--- config.mk ---
export PLATFORM = sky130hd
export DESIGN_NAME = hold_ctl
export DESIGN_NICKNAME = d
export VERILOG_FILES = /design/src/rtl/hold_ctl_pkg.sv /design/src/rtl/hold_wake_regs.sv /design/src/rtl/hold_pin_edge.sv /design/src/rtl/hold_mode_fsm.sv /design/src/rtl/hold_ctl.sv
export SDC_FILE = /design/constraint.sdc
export NUM_CORES = 1
export LEC_CHECK = 0
export ABC_CLOCK_PERIOD_IN_PS = 1300
export BUFFER_PORTS_ARGS = -buffer_cell sky130_fd_sc_hd__buf_2
export CAP_MARGIN = 30
export CORE_ASPECT_RATIO = 0.7
export CORE_MARGIN = 8
export CORE_UTILIZATION = 35
export CTS_CLUSTER_SIZE = 30
export DETAILED_ROUTE_END_ITERATION = 8
export GPL_ROUTABILITY_DRIVEN = 0
export PLACE_DENSITY_LB_ADDON = 0.15
export SLEW_MARGIN = 25
export SYNTH_ARGS = -nofsm -noshare
export SYNTH_HDL_FRONTEND = slang
export SYNTH_SLANG_ARGS = --single-unit
--- constraint.sdc ---
create_clock -name clk -period 1.3 [get_ports clk]
set_input_delay 0.065 -clock clk [delete_from_list [all_inputs] [get_ports clk]]
set_output_delay 0.065 -clock clk [all_outputs]
set_load 0.02 [all_outputs]
--- src/rtl/hold_ctl_pkg.sv ---
package hold_ctl_pkg;
  typedef enum logic [1:0] {
    MD_RUN  = 2'd0,
    MD_HOLD = 2'd1,
    MD_STOP = 2'd2
  } pmode_t;

  localparam int NSRC  = 6;
  localparam int SRC_W = $clog2(NSRC + 1);
  localparam int NPIN  = 3;
endpackage

--- src/rtl/hold_wake_regs.sv ---
module hold_wake_regs #(
  parameter int ADDR_W = 8,
  parameter logic [ADDR_W-1:0] A_SCR  = 8'h36,
  parameter logic [ADDR_W-1:0] A_CORE = 8'h37,
  parameter logic [ADDR_W-1:0] A_PIN  = 8'h38
) (
  input  logic              clk,
  input  logic              rst_n,
  input  logic              we,
  input  logic [ADDR_W-1:0] addr,
  input  logic [3:0]        wdata,
  output logic [3:0]        rdata,
  output logic [2:0]        core_en,
  output logic [2:0]        pin_en
);
  logic [3:0] scratch_q;
  logic [2:0] core_q, pin_q;

  always_ff @(posedge clk) begin
    if (!rst_n) begin
      scratch_q <= '0;
      core_q    <= '0;
      pin_q     <= '0;
    end else if (we) begin
      if (addr == A_SCR)  scratch_q <= wdata;
      if (addr == A_CORE) core_q    <= wdata[2:0];
      if (addr == A_PIN)  pin_q     <= wdata[2:0];
    end
  end

  always_comb begin
    rdata = '0;
    if (addr == A_SCR)       rdata = scratch_q;
    else if (addr == A_CORE) rdata = {1'b0, core_q};
    else if (addr == A_PIN)  rdata = {1'b0, pin_q};
  end

  assign core_en = core_q;
  assign pin_en  = pin_q;
endmodule

--- src/rtl/hold_pin_edge.sv ---
module hold_pin_edge #(
  parameter int N = 3
) (
  input  logic         clk,
  input  logic         rst_n,
  input  logic [N-1:0] pin_raw,
  output logic [N-1:0] fall
);
  for (genvar g = 0; g < N; g++) begin : g_pin
    logic [2:0] sh;
    always_ff @(posedge clk) begin
      if (!rst_n) sh <= 3'b111;
      else        sh <= {sh[1:0], pin_raw[g]};
    end
    assign fall[g] = sh[2] & ~sh[1];
  end
endmodule

--- src/rtl/hold_mode_fsm.sv ---
module hold_mode_fsm
  import hold_ctl_pkg::*;
(
  input  logic             clk,
  input  logic             rst_n,
  input  logic             hold_stb,
  input  logic             stop_stb,
  input  logic [NSRC-1:0]  wake_vec,
  output pmode_t           mode,
  output logic             vec_req,
  output logic [SRC_W-1:0] vec_src
);
  logic [SRC_W-1:0] code;

  always_comb begin
    code = '0;
    for (int i = NSRC - 1; i >= 0; i--)
      if (wake_vec[i]) code = SRC_W'(i + 1);
  end

  always_ff @(posedge clk) begin
    if (!rst_n) begin
      mode    <= MD_RUN;
      vec_req <= 1'b0;
      vec_src <= '0;
    end else begin
      vec_req <= 1'b0;
      vec_src <= '0;
      case (mode)
        MD_RUN: begin
          if (stop_stb)      mode <= MD_STOP;
          else if (hold_stb) mode <= MD_HOLD;
        end
        MD_HOLD: begin
          if (|wake_vec) begin
            mode    <= MD_RUN;
            vec_req <= 1'b1;
            vec_src <= code;
          end
        end
        MD_STOP: mode <= MD_STOP;
        default: mode <= MD_RUN;
      endcase
    end
  end
endmodule

--- src/rtl/hold_ctl.sv ---
module hold_ctl
  import hold_ctl_pkg::*;
#(
  parameter int ADDR_W = 8,
  parameter logic [ADDR_W-1:0] A_SCR  = 8'h36,
  parameter logic [ADDR_W-1:0] A_CORE = 8'h37,
  parameter logic [ADDR_W-1:0] A_PIN  = 8'h38
) (
  input  logic              clk,
  input  logic              rst_n,
  input  logic              hold_stb,
  input  logic              stop_stb,
  input  logic              bus_we,
  input  logic [ADDR_W-1:0] bus_addr,
  input  logic [3:0]        bus_wdata,
  output logic [3:0]        bus_rdata,
  input  logic              ext_irq_req,
  input  logic              ser_req,
  input  logic              cmp_req,
  input  logic [NPIN-1:0]   wake_pin,
  output logic [1:0]        mode,
  output logic              cpu_clk_en,
  output logic              vec_req,
  output logic [SRC_W-1:0]  vec_src
);
  logic [2:0]      core_en, pin_en;
  logic [NPIN-1:0] pin_fall;
  logic [NSRC-1:0] wake_vec;
  pmode_t          mode_q;

  hold_wake_regs #(.ADDR_W(ADDR_W), .A_SCR(A_SCR), .A_CORE(A_CORE), .A_PIN(A_PIN)) u_regs (
    .clk(clk), .rst_n(rst_n), .we(bus_we), .addr(bus_addr), .wdata(bus_wdata),
    .rdata(bus_rdata), .core_en(core_en), .pin_en(pin_en)
  );

  hold_pin_edge #(.N(NPIN)) u_edge (
    .clk(clk), .rst_n(rst_n), .pin_raw(wake_pin), .fall(pin_fall)
  );

  // index order is priority order: index 0 wins
  assign wake_vec = {pin_en[0] & pin_fall[2],
                     pin_en[1] & pin_fall[1],
                     pin_en[2] & pin_fall[0],
                     core_en[0] & cmp_req,
                     core_en[1] & ser_req,
                     core_en[2] & ext_irq_req};

  hold_mode_fsm u_fsm (
    .clk(clk), .rst_n(rst_n), .hold_stb(hold_stb), .stop_stb(stop_stb),
    .wake_vec(wake_vec), .mode(mode_q), .vec_req(vec_req), .vec_src(vec_src)
  );

  assign mode       = mode_q;
  assign cpu_clk_en = (mode_q == MD_RUN);
endmodule

Yosys cells after proc, flatten, opt, wreduce, memory -nomap -nowiden

Cells that the tools add are included.

Register bits after elaboration: 25
Input bits: 23
Output and inout bits: 11
Word-level logic and storage cells: 57

Equal/unequal tests: 7
Mux-type cells: 14
Bitwise logic cells: 15
Reduce and logical (&&, ||, !) cells: 10

Operators by type and width:

| cell                                                             | number |
|---|---|
| 8-bit by 6-bit == test with 1-bit output (second input constant) | 3 |
| 3-bit two-way mux                                                | 4 |
| 6-bit OR reduction                                               | 2 |
| 2-bit two-way mux                                                | 5 |
| 2-bit AND reduction                                              | 5 |
| 1-bit bitwise AND                                                | 9 |
| 4-bit two-way mux                                                | 2 |
| 1-bit inverter                                                   | 6 |
| 2-bit case mux with 3 select lines                               | 1 |
| 4-bit OR reduction                                               | 1 |
| 3-bit != test (second input constant)                            | 1 |
| 3-bit AND reduction                                              | 1 |
| 2-bit by 1-bit == test with 1-bit output (second input constant) | 1 |
| 2-bit == test (second input constant)                            | 1 |
| 2-bit logical NOT                                                | 1 |
| 1-bit two-way mux                                                | 2 |
| 2-bit by 1-bit != test with 1-bit output (second input constant) | 1 |

Logic depth before layout (Yosys ltp)

Gate-level depths: netlist (run 1).

Depth after elaboration: 9
Mapped depth: 5
Mapped depth without buffers: 3

By module

Synthesis (run 1) repeated with hierarchy kept, for this count alone.

Cell total of the unflattened synthesis: 118
Area, all modules: 1183.6 µm²

Modules (own cells, without submodules):

| module         | times used | cells an instance | area each (µm²) | sequential area each (µm²) |
|---|---|---|---|---|
| hold_wake_regs | 1          | 66                | 636.9           | 200.2 |
| hold_pin_edge  | 1          | 21                | 255.2           | 180.2 |
| hold_mode_fsm  | 1          | 24                | 250.2           | 120.1 |
| hold_ctl       | 1          | 7                 | 41.3            | 0.0 |

Worst setup path before layout (run 1)

No wires, ideal clock.

Kind: input to output
From: in bus_addr[6]
To: out bus_rdata[1]
Arrival time: 0.999 ns
Required time: 1.235 ns
Path slack: 0.236 ns
Stages on the path: 4
Path buffers: 1
Cell sequence: and4bb_2 > buf_4 > and4b_2 > a21oi_1

Cells in the longest elaborated chain, start to end: 4
Elaborated cells on any way between the ends: 6
Those cells by class: eq/ne (3); mux (3)

RTL lines:

| what                                     | line                 | text |
|---|---|---|
| start: declaration                       | hold_ctl.sv:14       | `input logic [ADDR_W-1:0] bus_addr,` |
| 8-bit by 6-bit == test with 1-bit output | hold_wake_regs.sv:35 | `else if (addr == A_PIN) rdata = {1'b0, pin_q};` |
| 3-bit two-way mux                        | hold_wake_regs.sv:35 |  |
| 4-bit two-way mux                        | hold_wake_regs.sv:34 | `else if (addr == A_CORE) rdata = {1'b0, core_q};` |
| 4-bit two-way mux (*)                    | hold_wake_regs.sv:33 | `if (addr == A_SCR) rdata = scratch_q;` |
| end: declaration                         | hold_ctl.sv:16       | `output logic [3:0] bus_rdata,` |

Mark *: on every way between the ends. The rest lies on a longest branch, timed or not.

Final worst setup path (run 1)

From: reg u_regs.core_q[0], in the netlist u_regs.core_en[0]
To: out bus_rdata[0]

Cells in the longest elaborated chain, start to end: 2

RTL lines:

| what                     | line                 | text |
|---|---|---|
| start: declaration       | hold_wake_regs.sv:17 | `logic [2:0] core_q, pin_q;` |
| start signal: assignment | hold_wake_regs.sv:26 | `if (addr == A_CORE) core_q <= wdata[2:0];` |
| 4-bit two-way mux        | hold_wake_regs.sv:34 |  |
| 4-bit two-way mux        | hold_wake_regs.sv:33 |  |

Every way passes these cells.

==> impl_results.md, run 1 <==
* Largest net degree at the start of global routing at 18
* PortBufs at 33
* Share of layout cells above drive strength 1 at 35.6%
* DRT antenna net count at 0
* HP Class: in -> reg
* Most common cell after layout, fill and taps aside: buf_2
* Flop2flop setup slack at 0.11 ns
* TritonCTS Sinks at 25
* Cell Pwr Density at 979 nW/um^2
* Number of antenna repair diodes at 0
* Setup-failing EPs final at 0
* Worst-Margin Slew at 0.336 ns
* Critical path's largest stage delay at 0.34 ns
* Row count at 16
* Dominant cell type by area after synthesis: dfxtp_1
* Die Height at 62.4 um
* Final setup margin at 0.0337 ns
* Worst vdd ir at 0.608 mV
* Crit. Startpoint: u_regs.core_en[0]
* Worst r2r dst: u_fsm.mode[0]
* Final Hold Fails at 0
* WHS at 0.00352 ns
* Die area at 5130 um^2
* Mapped Area at 1070 um^2
* WL per Instance at 13.5 um
* Largest cells by area after synthesis: dfxtp_1 47%, mux2i_1 9.3%, nand2_1 6.3%
* Clock slew at reported path FFs at 0.09 ns
* GR Overflow Total at 0
* Clock Root Buffer: clkbuf_8
* Synthesized instance count at 109
* Worst r2r src: u_edge.g_pin[1].sh[1]
* Max Clk Rate at 0.790 GHz
* Critical Path Sink: bus_rdata[0]
* Crit path max fanout at 3
* # nets final at 173
* DR iter-0 viols at 48
* Final Skew at 0.00803 ns
* Maxcap violations at 0
* CP Class: reg -> out
* Die Width at 82.2 um
* Area growth syn-to-layout at 31.1%
* Yosys top cell area share at 46.6%
* Final Util at 49.2%
* Slew Limit Fails at 0
* Critical Path RT at 1.24 ns
* Leakage at 0.641 nW
* First-pass GRT wire length at 3830 um
* RSZ-0062 raised after global routing: yes
* Most frequent cells in the layout: 31 x buf_2, 23 x dfxtp_1, 18 x nand2_1
* Routed WL at 2490 um
* Drt first pass iters at 4
* Longest Clk Path Bufs at 2
* Drc violations at 0
* H-tree Lvls at 1
* Slew HR at 77.4%
* Critical-path cell list: buf_4 > nand2b_4 > nand3_2 > a2bb2oi_2 > buf_6
* CTS tree: done
* Outcome: completed
* Hold_sp: hold_stb
* Minimum clock period at 1.27 ns
* FF+latch count, synth at 25
* FF-to-FF path depth at 3
* Detailed Place HPWL at 1910 um
* Initial Utilization at 37.5%
* Final Cycle Share at 97.4%
* Number of CTS-inserted buffers at 3
* CP arrival at 1.20 ns
* Crit end category: output port
* Synth unique cells at 30
* Vias in the first global route at 874
* IO Pins at 34
* Antenna violations before repair at 0
* Sequential area share after synthesis at 46.6%
* Crit path max-delay cell type: dfxtp_2
* Vias post-DR at 916
* CP startpoint kind: register
* Number of synthesis warnings at 0
* Worst slack, placed at -0.0132 ns
* Drt via density at 4.95
* Post-synth net total at 132
* Skew-Pair Late Insertion Delay at 0.27 ns
* Avg Inst Size Synth at 9.86 um^2
* Core area at 2860 um^2
* Total GRT Usage at 9.37%
==> area by class of cell <==
type	instances	area (um^2)
Fill cell	279	1450
Multi-Input combinational cell	78	562
Sequential cell	25	503
Timing Repair Buffer	41	249
Tap cell	36	45.0
Clock buffer	3	41.3
Clock inverter	1	5.00
Inverter	1	3.75
==> metrics by stage <==
step | power, mW | setup TNS [ns] | instances | instance area (um^2)
floorplan | 0.870 | 0 | 109 | 1070
finish | 1.38 | 0 | 185 | 1410
global placement | 0.927 | 0 | 178 | 1280
global route | 1.44 | -0.00297 | 185 | 1410
CTS | 1.39 | 0 | 185 | 1370
detailed placement | 0.930 | -0.0132 | 178 | 1280
==> sequential cells by signal (all words and copies together), names as in the netlist <==
register and cells:
u_fsm.vec_req 1, u_regs.scratch_q 4, u_fsm.vec_src 3, u_regs.pin_en 3
u_edge.g_pin.sh 9, u_fsm.mode 2, u_regs.core_en 3
==> power by group <==
group / total, mW / internal [mW] / switching (mW)
sequential: 0.792 / 0.782 / 0.0105
combinational: 0.129 / 0.0637 / 0.0649
clock: 0.459 / 0.214 / 0.244
total: 1.38 / 1.06 / 0.319
==> worst min path at each step <==
| stage | end | slack (ns) | cells past startpoint |
|---|---|---|---|
| after floorplan | u_edge.g_pin[0].sh[0] | 0.14 | 1 |
| after global placement | u_edge.g_pin[1].sh[0] | 0.25 | 2 |
| after detailed placement | u_edge.g_pin[2].sh[0] | 0.25 | 2 |
| after CTS | u_fsm.mode[0] | 0.005 | 2 |
| after global routing | u_fsm.mode[0] | 0.002 | 2 |
| final | u_fsm.mode[0] | 0.004 | 2 |
==> layer usage <==
metal | wire [um] | track usage, % | vias up
met2 | 1130 | 14.5 | 31
met4 | 17 | 2.84 | 0
met3 | 225 | 4.31 | 4
met1 | 1120 | 11.1 | 415
met5 | 0 | 0 | -
li1 | - | - | 466
==> kinds of logic (layout without fill, tap and decap cells) <==
kind of cell | after synthesis | after routing | share of synthesized area (%)
buffers and inverters | 6 | 46 | 3.84
AO/OA/AOI/OAI | 10 | 10 | 6.87
flip-flops | 25 | 25 | 46.6
multiplexers | 10 | 10 | 9.31
AND/OR/NAND/NOR | 58 | 58 | 33.4
==> worst max-delay path: cells and delay by family, from the launching register on <==
kind                   cells  cell delay [ns]
DFF                        1             0.34
AOI/OAI and AO/OA          1             0.15
and+or+nand+nor            2             0.20
buffers and inverters      2             0.25
==> cells in the mapped netlist <==
| master | instances |
|---|---|
| dfxtp_1 | 25 |
| nand2_1 | 18 |
| mux2i_1 | 10 |
| nand2b_1 | 10 |
| nand3_1 | 6 |
| and3b_1 | 5 |
| nand3b_1 | 4 |
| nor2_1 | 4 |
| a21oi_1 | 2 |
| a2bb2oi_1 | 2 |
| buf_6 | 2 |
| clkbuf_1 | 2 |
| nor3_1 | 2 |
| a22o_1 | 1 |
| a22oi_1 | 1 |
| a31oi_1 | 1 |
| a32o_1 | 1 |
| and4b_1 | 1 |
| and4b_2 | 1 |
| and4bb_2 | 1 |
| buf_4 | 1 |
| inv_1 | 1 |
| nand4_2 | 1 |
| nor3b_1 | 1 |
| nor4_1 | 1 |
| nor4b_1 | 1 |
| nor4b_4 | 1 |
| o211ai_1 | 1 |
| o22ai_1 | 1 |
| or2b_1 | 1 |
==> what timing repair did <==
item | in CTS | in global routing
pin swaps | 0 | 1
endpoints found under the setup margin | 1 | 4
setup buffers | 0 | 0
resized for setup | 2 | 10
hold buffers | 3 | 0
hold endpoints to repair | 3 | 0
Note: power is estimated with default switching activity, not from simulation.
==> run 2, diff against run 1 <==
- ABC_AREA: unset -> 1
- ABC_CLOCK_PERIOD_IN_PS: 1300 -> unset
- HOLD_SLACK_MARGIN: unset -> 0.03
==> impl_results.md, run 2 <==
* Outcome: completed
* RSZ-0062 raised after global routing: no
* Setup Total Neg Slack at 0 ns
* Crit path max fanout at 3
* Worst r2r src: u_regs.pin_en[1]
* Total GRT Usage at 9.62%
* Fillers at 316
* Setup bufs post-CTS at 0
* TritonCTS Sinks at 25
* FF-to-FF path depth at 6
* Number of synthesis warnings at 0
* CP delay by family, top: flip-flops
* Hold_buf cts at 4
* Post-synthesis compound-gate area fraction at 5.91%
* Number of CTS-inserted buffers at 3
* CP Class: reg -> out
* Critical Path RT at 1.24 ns
* Minimum clock period at 1.12 ns
* WL per Instance at 11.0 um
* Die Width at 83.0 um
* Largest cells by area after synthesis: dfxtp_1 45%, nand2_1 14%, nor2_1 8.5%
* Drc violations at 0
* IO Pins at 34
* Worst vdd ir at 0.566 mV
* Most frequent cells in the layout: 41 x nand2_1, 33 x buf_2, 25 x nor2_1, 25 x dfxtp_1, 20 x inv_1
* Maxcap violations at 0
* Crit end category: output port
* Die area at 5230 um^2
* FF+latch count, synth at 25
* Final Cycle Share at 86.4%
* Commonest cells in the netlist: 41 x nand2_1, 25 x dfxtp_1, 25 x nor2_1, 20 x inv_1, 10 x nand3_1
* Slew HR at 77.5%
* Crit path max-delay cell type: dfxtp_1
* Vias in the first global route at 958
* Final Hold Fails at 0
* CP bufs+invs at 1
* HP Class: in -> reg
* Final Util at 44.9%
* Avg Inst Size Synth at 7.15 um^2
* WHS at 0.0689 ns
* Synth unique cells at 18
* Number of antenna repair diodes at 0
* Yosys top cell area share at 45.5%
* Mapped Area at 1100 um^2
* Vias post-DR at 1047
* Simple logic cell fraction of the synthesized area at 39.4%
* Most common cell after layout, fill and taps aside: nand2_1
* Adder-Cell Fraction of Synth Area at 0%
* DR iter-0 viols at 60
* Leakage at 0.686 nW
* Synthesized instance count at 154
* Row count at 17
* Critical path's largest stage delay at 0.38 ns
* Post-synth EDFFs at 0
* Detailed Place HPWL at 2020 um
* Worst r2r dst: u_fsm.vec_src[0]
* CP startpoint kind: register
* GR Overflow Total at 0
* Hold_sp: stop_stb
* Share of layout cells above drive strength 1 at 27.5%
* Routed WL at 2540 um
* Core area at 3080 um^2
* Skew-Pair Late Insertion Delay at 0.26 ns
* Die Height at 62.9 um
* Dominant cell type by area after synthesis: dfxtp_1
* Post-synthesis mux area share at 0%
* # nets final at 217
* Most frequent cell after synthesis: nand2_1
* Sequential area share after synthesis at 45.5%
* CP arrival at 1.06 ns
* Flop2flop setup slack at 0.28 ns
* Cell Pwr Density at 1000 nW/um^2
* Worst-Margin Slew at 0.338 ns
* Critical-path cell list: nand3_1 > o211ai_1 > buf_2
* Top flop regs: u_edge.g_pin.sh (9), u_regs.scratch_q (4)
* H-tree Lvls at 1
* Slew Limit Fails at 0
* Setup-failing EPs final at 0
* Largest net degree at the start of global routing at 16
* Final Skew at 0.00424 ns
* Longest Clk Path Bufs at 2
* Number of flip-flops in the largest register at 9
* Clock Root Buffer: clkbuf_8
* Hold EP: u_fsm.mode[1]
* Main combinational cell family by area after synthesis: simple AND/OR/NAND/NOR gates
* Antenna violations before repair at 0
* Post-synth net total at 177
* Post-CTS Resized at 0
* First-pass GRT wire length at 4230 um
* DRT antenna net count at 0
* Clock slew at reported path FFs at 0.08 ns
* CTS tree: done
* Area growth syn-to-layout at 25.7%
* Initial Utilization at 35.7%
* Max Clk Rate at 0.890 GHz
* Crit. Startpoint: u_regs.core_en[1]
* PortBufs at 33
* Biggest register: u_edge.g_pin.sh
* Xor/xnor share of the synthesized area at 0%
* Dominant synthesized flop cell: dfxtp_1
* Async S/R FF share, synth at 0%
* Drt via density at 4.53
* Drt first pass iters at 4
* Worst Hold Depth at 3
run 2: cell type report:
type | instances | area [um^2] | share of cell area, %
Sequential cell | 25 | 500 | 36.2
Multi-Input combinational cell | 106 | 499 | 36.1
Timing Repair Buffer | 38 | 213 | 15.4
Inverter | 20 | 75.1 | 5.42
Tap cell | 38 | 47.5 | 3.44
Clock buffer | 3 | 41.3 | 2.98
Clock inverter | 1 | 7.51 | 0.542
run 2: per-layer routing:
metal	share of wire, %	global-route usage [%]
met4	0.55	2.62
met2	44	15.5
met3	7.9	4.30
met5	0	0
met1	47	11.2
run 2: logic make-up (layout without fill, tap and decap cells):
| group | after synthesis | after routing |
|---|---|---|
| AOI/OAI and AO/OA | 11 | 11 |
| and+or+nand+nor | 95 | 95 |
| buffers and inverters | 23 | 62 |
| DFF | 25 | 25 |
run 2: power breakdown:
| part | internal [mW] | leakage (nW) | total [mW] | switching (mW) |
|---|---|---|---|---|
| sequential | 0.783 | 0.204 | 0.791 | 0.00865 |
| clock | 0.217 | 0.0217 | 0.454 | 0.237 |
| combinational | 0.0621 | 0.461 | 0.141 | 0.0790 |
| total | 1.06 | 0.686 | 1.39 | 0.325 |
run 2: worst register-to-register path, delay by kind of cell, from the launching register on:
family           cells  cell delay, ns
AO/OA/AOI/OAI        1            0.11
flip-flops           1            0.38
AND/OR/NAND/NOR      5            0.46
run 2: worst max path at each step:
stage / end / slack [ns] / cells after the start
2_1_floorplan: u_fsm.vec_src[0] / 0.33 / 6
3_3_place_gp: bus_rdata[1] / 0.23 / 7
3_5_place_dp: bus_rdata[1] / 0.20 / 7
4_1_cts: bus_rdata[1] / 0.18 / 3
5_1_grt: u_fsm.vec_src[0] / 0.1 / 7
6_report: bus_rdata[1] / 0.18 / 3
run 2: through the flow:
stage	std cells	total power, mW	worst slack [ns]	area (um^2)
floorplan	154	0.881	0.328	1100
global placement	223	0.937	0.227	1290
detailed placement	223	0.942	0.203	1290
CTS	231	1.41	0.178	1380
global route	231	1.46	0.0967	1380
finish	231	1.39	0.176	1380
==> run 3, diff against run 2 <==
- CORE_MARGIN: 8 -> 1
==> impl_results.md, run 3 (synthesis gave the netlist of run 2 again) <==
* Most frequent cells in the layout: 41 x nand2_1, 33 x buf_2, 25 x nor2_1, 25 x dfxtp_1, 20 x inv_1
* Crit. Startpoint: bus_addr[6]
* Critical Path RT at 1.24 ns
* Final Hold Fails at 0
* Drc violations at 0
* WL per Instance at 10.3 um
* Number of antenna repair diodes at 0
* Die area at 3380 um^2
* Worst r2r src: u_regs.pin_en[2]
* Antenna violations before repair at 0
* Skew-Pair Late Insertion Delay at 0.27 ns
* Post-CTS Resized at 0
* Slew HR at 78.7%
* Biggest register: u_edge.g_pin.sh
* Met3 usage at 5.17%
* Cell Pwr Density at 1020 nW/um^2
* Share of power burned in registers at 56.3%
* TritonCTS Sinks at 25
* Drt first pass iters at 4
* Detailed Place HPWL at 1840 um
* Maxcap violations at 0
* Row count at 16
* Core area at 2880 um^2
* Worst-Margin Slew at 0.318 ns
* Share of layout cells above drive strength 1 at 27.5%
* IO Pins at 34
* CP startpoint kind: primary input
* Clock power frac at 33.8%
* Vias in the first global route at 928
* Setup Total Neg Slack at 0 ns
* Final Cycle Share at 87.7%
* First-pass GRT wire length at 3930 um
* Busiest grt layer: met2
* Top flop regs: u_edge.g_pin.sh (9), u_regs.scratch_q (4)
* Longest Clk Path Bufs at 2
* DR iter-0 viols at 34
* Combinational share of power at 10.0%
* Largest net degree at the start of global routing at 16
* Worst Hold Depth at 3
* DRT antenna net count at 0
* Clock Root Buffer: clkbuf_8
* Total GRT Usage at 14.5%
* Final Util at 47.9%
* Area growth syn-to-layout at 25.5%
* RSZ-0062 raised after global routing: no
* HP Class: in -> reg
* Number of CTS-inserted buffers at 3
* Met2 usage at 23.1%
* Vias post-DR at 1050
* Max Clk Rate at 0.877 GHz
* # nets final at 217
* Initial Utilization at 38.2%
* Met1 usage at 19.4%
* FF-to-FF path depth at 6
* GR Overflow Total at 0
* Drt via density at 4.59
* Minimum clock period at 1.14 ns
* Crit end category: output port
* Hold_sp: stop_stb
* Sw Pwr at 343 uW
* CTS tree: done
* PortBufs at 33
* Number of flip-flops in the largest register at 9
* Die Width at 69.0 um
* Final Skew at 0.00682 ns
* Setup bufs post-CTS at 0
* Clock slew at reported path FFs at 0.09 ns
* Setup-failing EPs final at 0
* Slew Limit Fails at 0
* Most common cell after layout, fill and taps aside: nand2_1
* Leakage at 0.686 nW
* Worst vdd ir at 0.782 mV
* Routed WL at 2360 um
* P_int at 1.06 mW
* Crit path max fanout at 14
* Outcome: completed
* Die Height at 48.9 um
* H-tree Lvls at 1
* CP Class: in -> out
* Switching fraction of total power at 24.4%
* CP arrival at 1.08 ns
run 3: repair_timing:
item                                   4_1_cts  5_1_grt
setup endpoints to repair                    0        0
hold buffers                                 4        0
endpoints found under the hold margin        4        0
run 3: path summary, 6_finish.rpt:
kind	endpoint	slack [ns]
setup / recovery	bus_rdata[1]	0.16
hold reg to reg	u_edge.g_pin[2].sh[1]	0.42
setup reg to reg	u_fsm.vec_src[1]	0.26
hold / removal	u_fsm.mode[1]	0.06
run 3: layer usage:
metal  vias up  wire length [um]
met5         -                 0
met4         0                 0
met3         0               123
met2        24              1020
met1       469              1220
li1        557                 -
run 3: power by group through the flow:
stage	clock, mW	combinational [mW]	sequential [mW]
after global placement	0	0.127	0.808
after CTS	0.490	0.140	0.791
after floorplan	0	0.0659	0.815
after global routing	0.522	0.157	0.793
final	0.475	0.140	0.791
after detailed placement	0	0.131	0.809
run 3: area by class of cell:
type / instances / area (um^2)
well taps: 36 / 45.0
flip-flops and latches: 25 / 500
multi-input cells: 106 / 499
fillers: 314 / 1500
inverters: 20 / 75.1
repair buffers: 38 / 213
clock buffers: 3 / 41.3
clock inverters: 1 / 7.51
run 3: stage by stage:
stage          power, mW  area (um^2)  setup slack, ns  std cells  hold WS [ns]
2_1_floorplan      0.881         1100            0.328        154         0.172
3_3_place_gp       0.935         1290            0.201        221         0.249
3_5_place_dp       0.940         1290            0.165        221         0.254
4_1_cts             1.42         1380            0.159        229        0.0540
5_1_grt             1.47         1380           0.0371        229        0.0632
6_report            1.41         1380            0.160        229        0.0590
run 3: worst max-delay path, stage by stage:
cell and delay, ns:
buf_2 0.10, inv_1 0.04, nand2_1 0.08, nor2_4 0.27, nand2_1 0.15, o211ai_1 0.19, buf_2 0.19
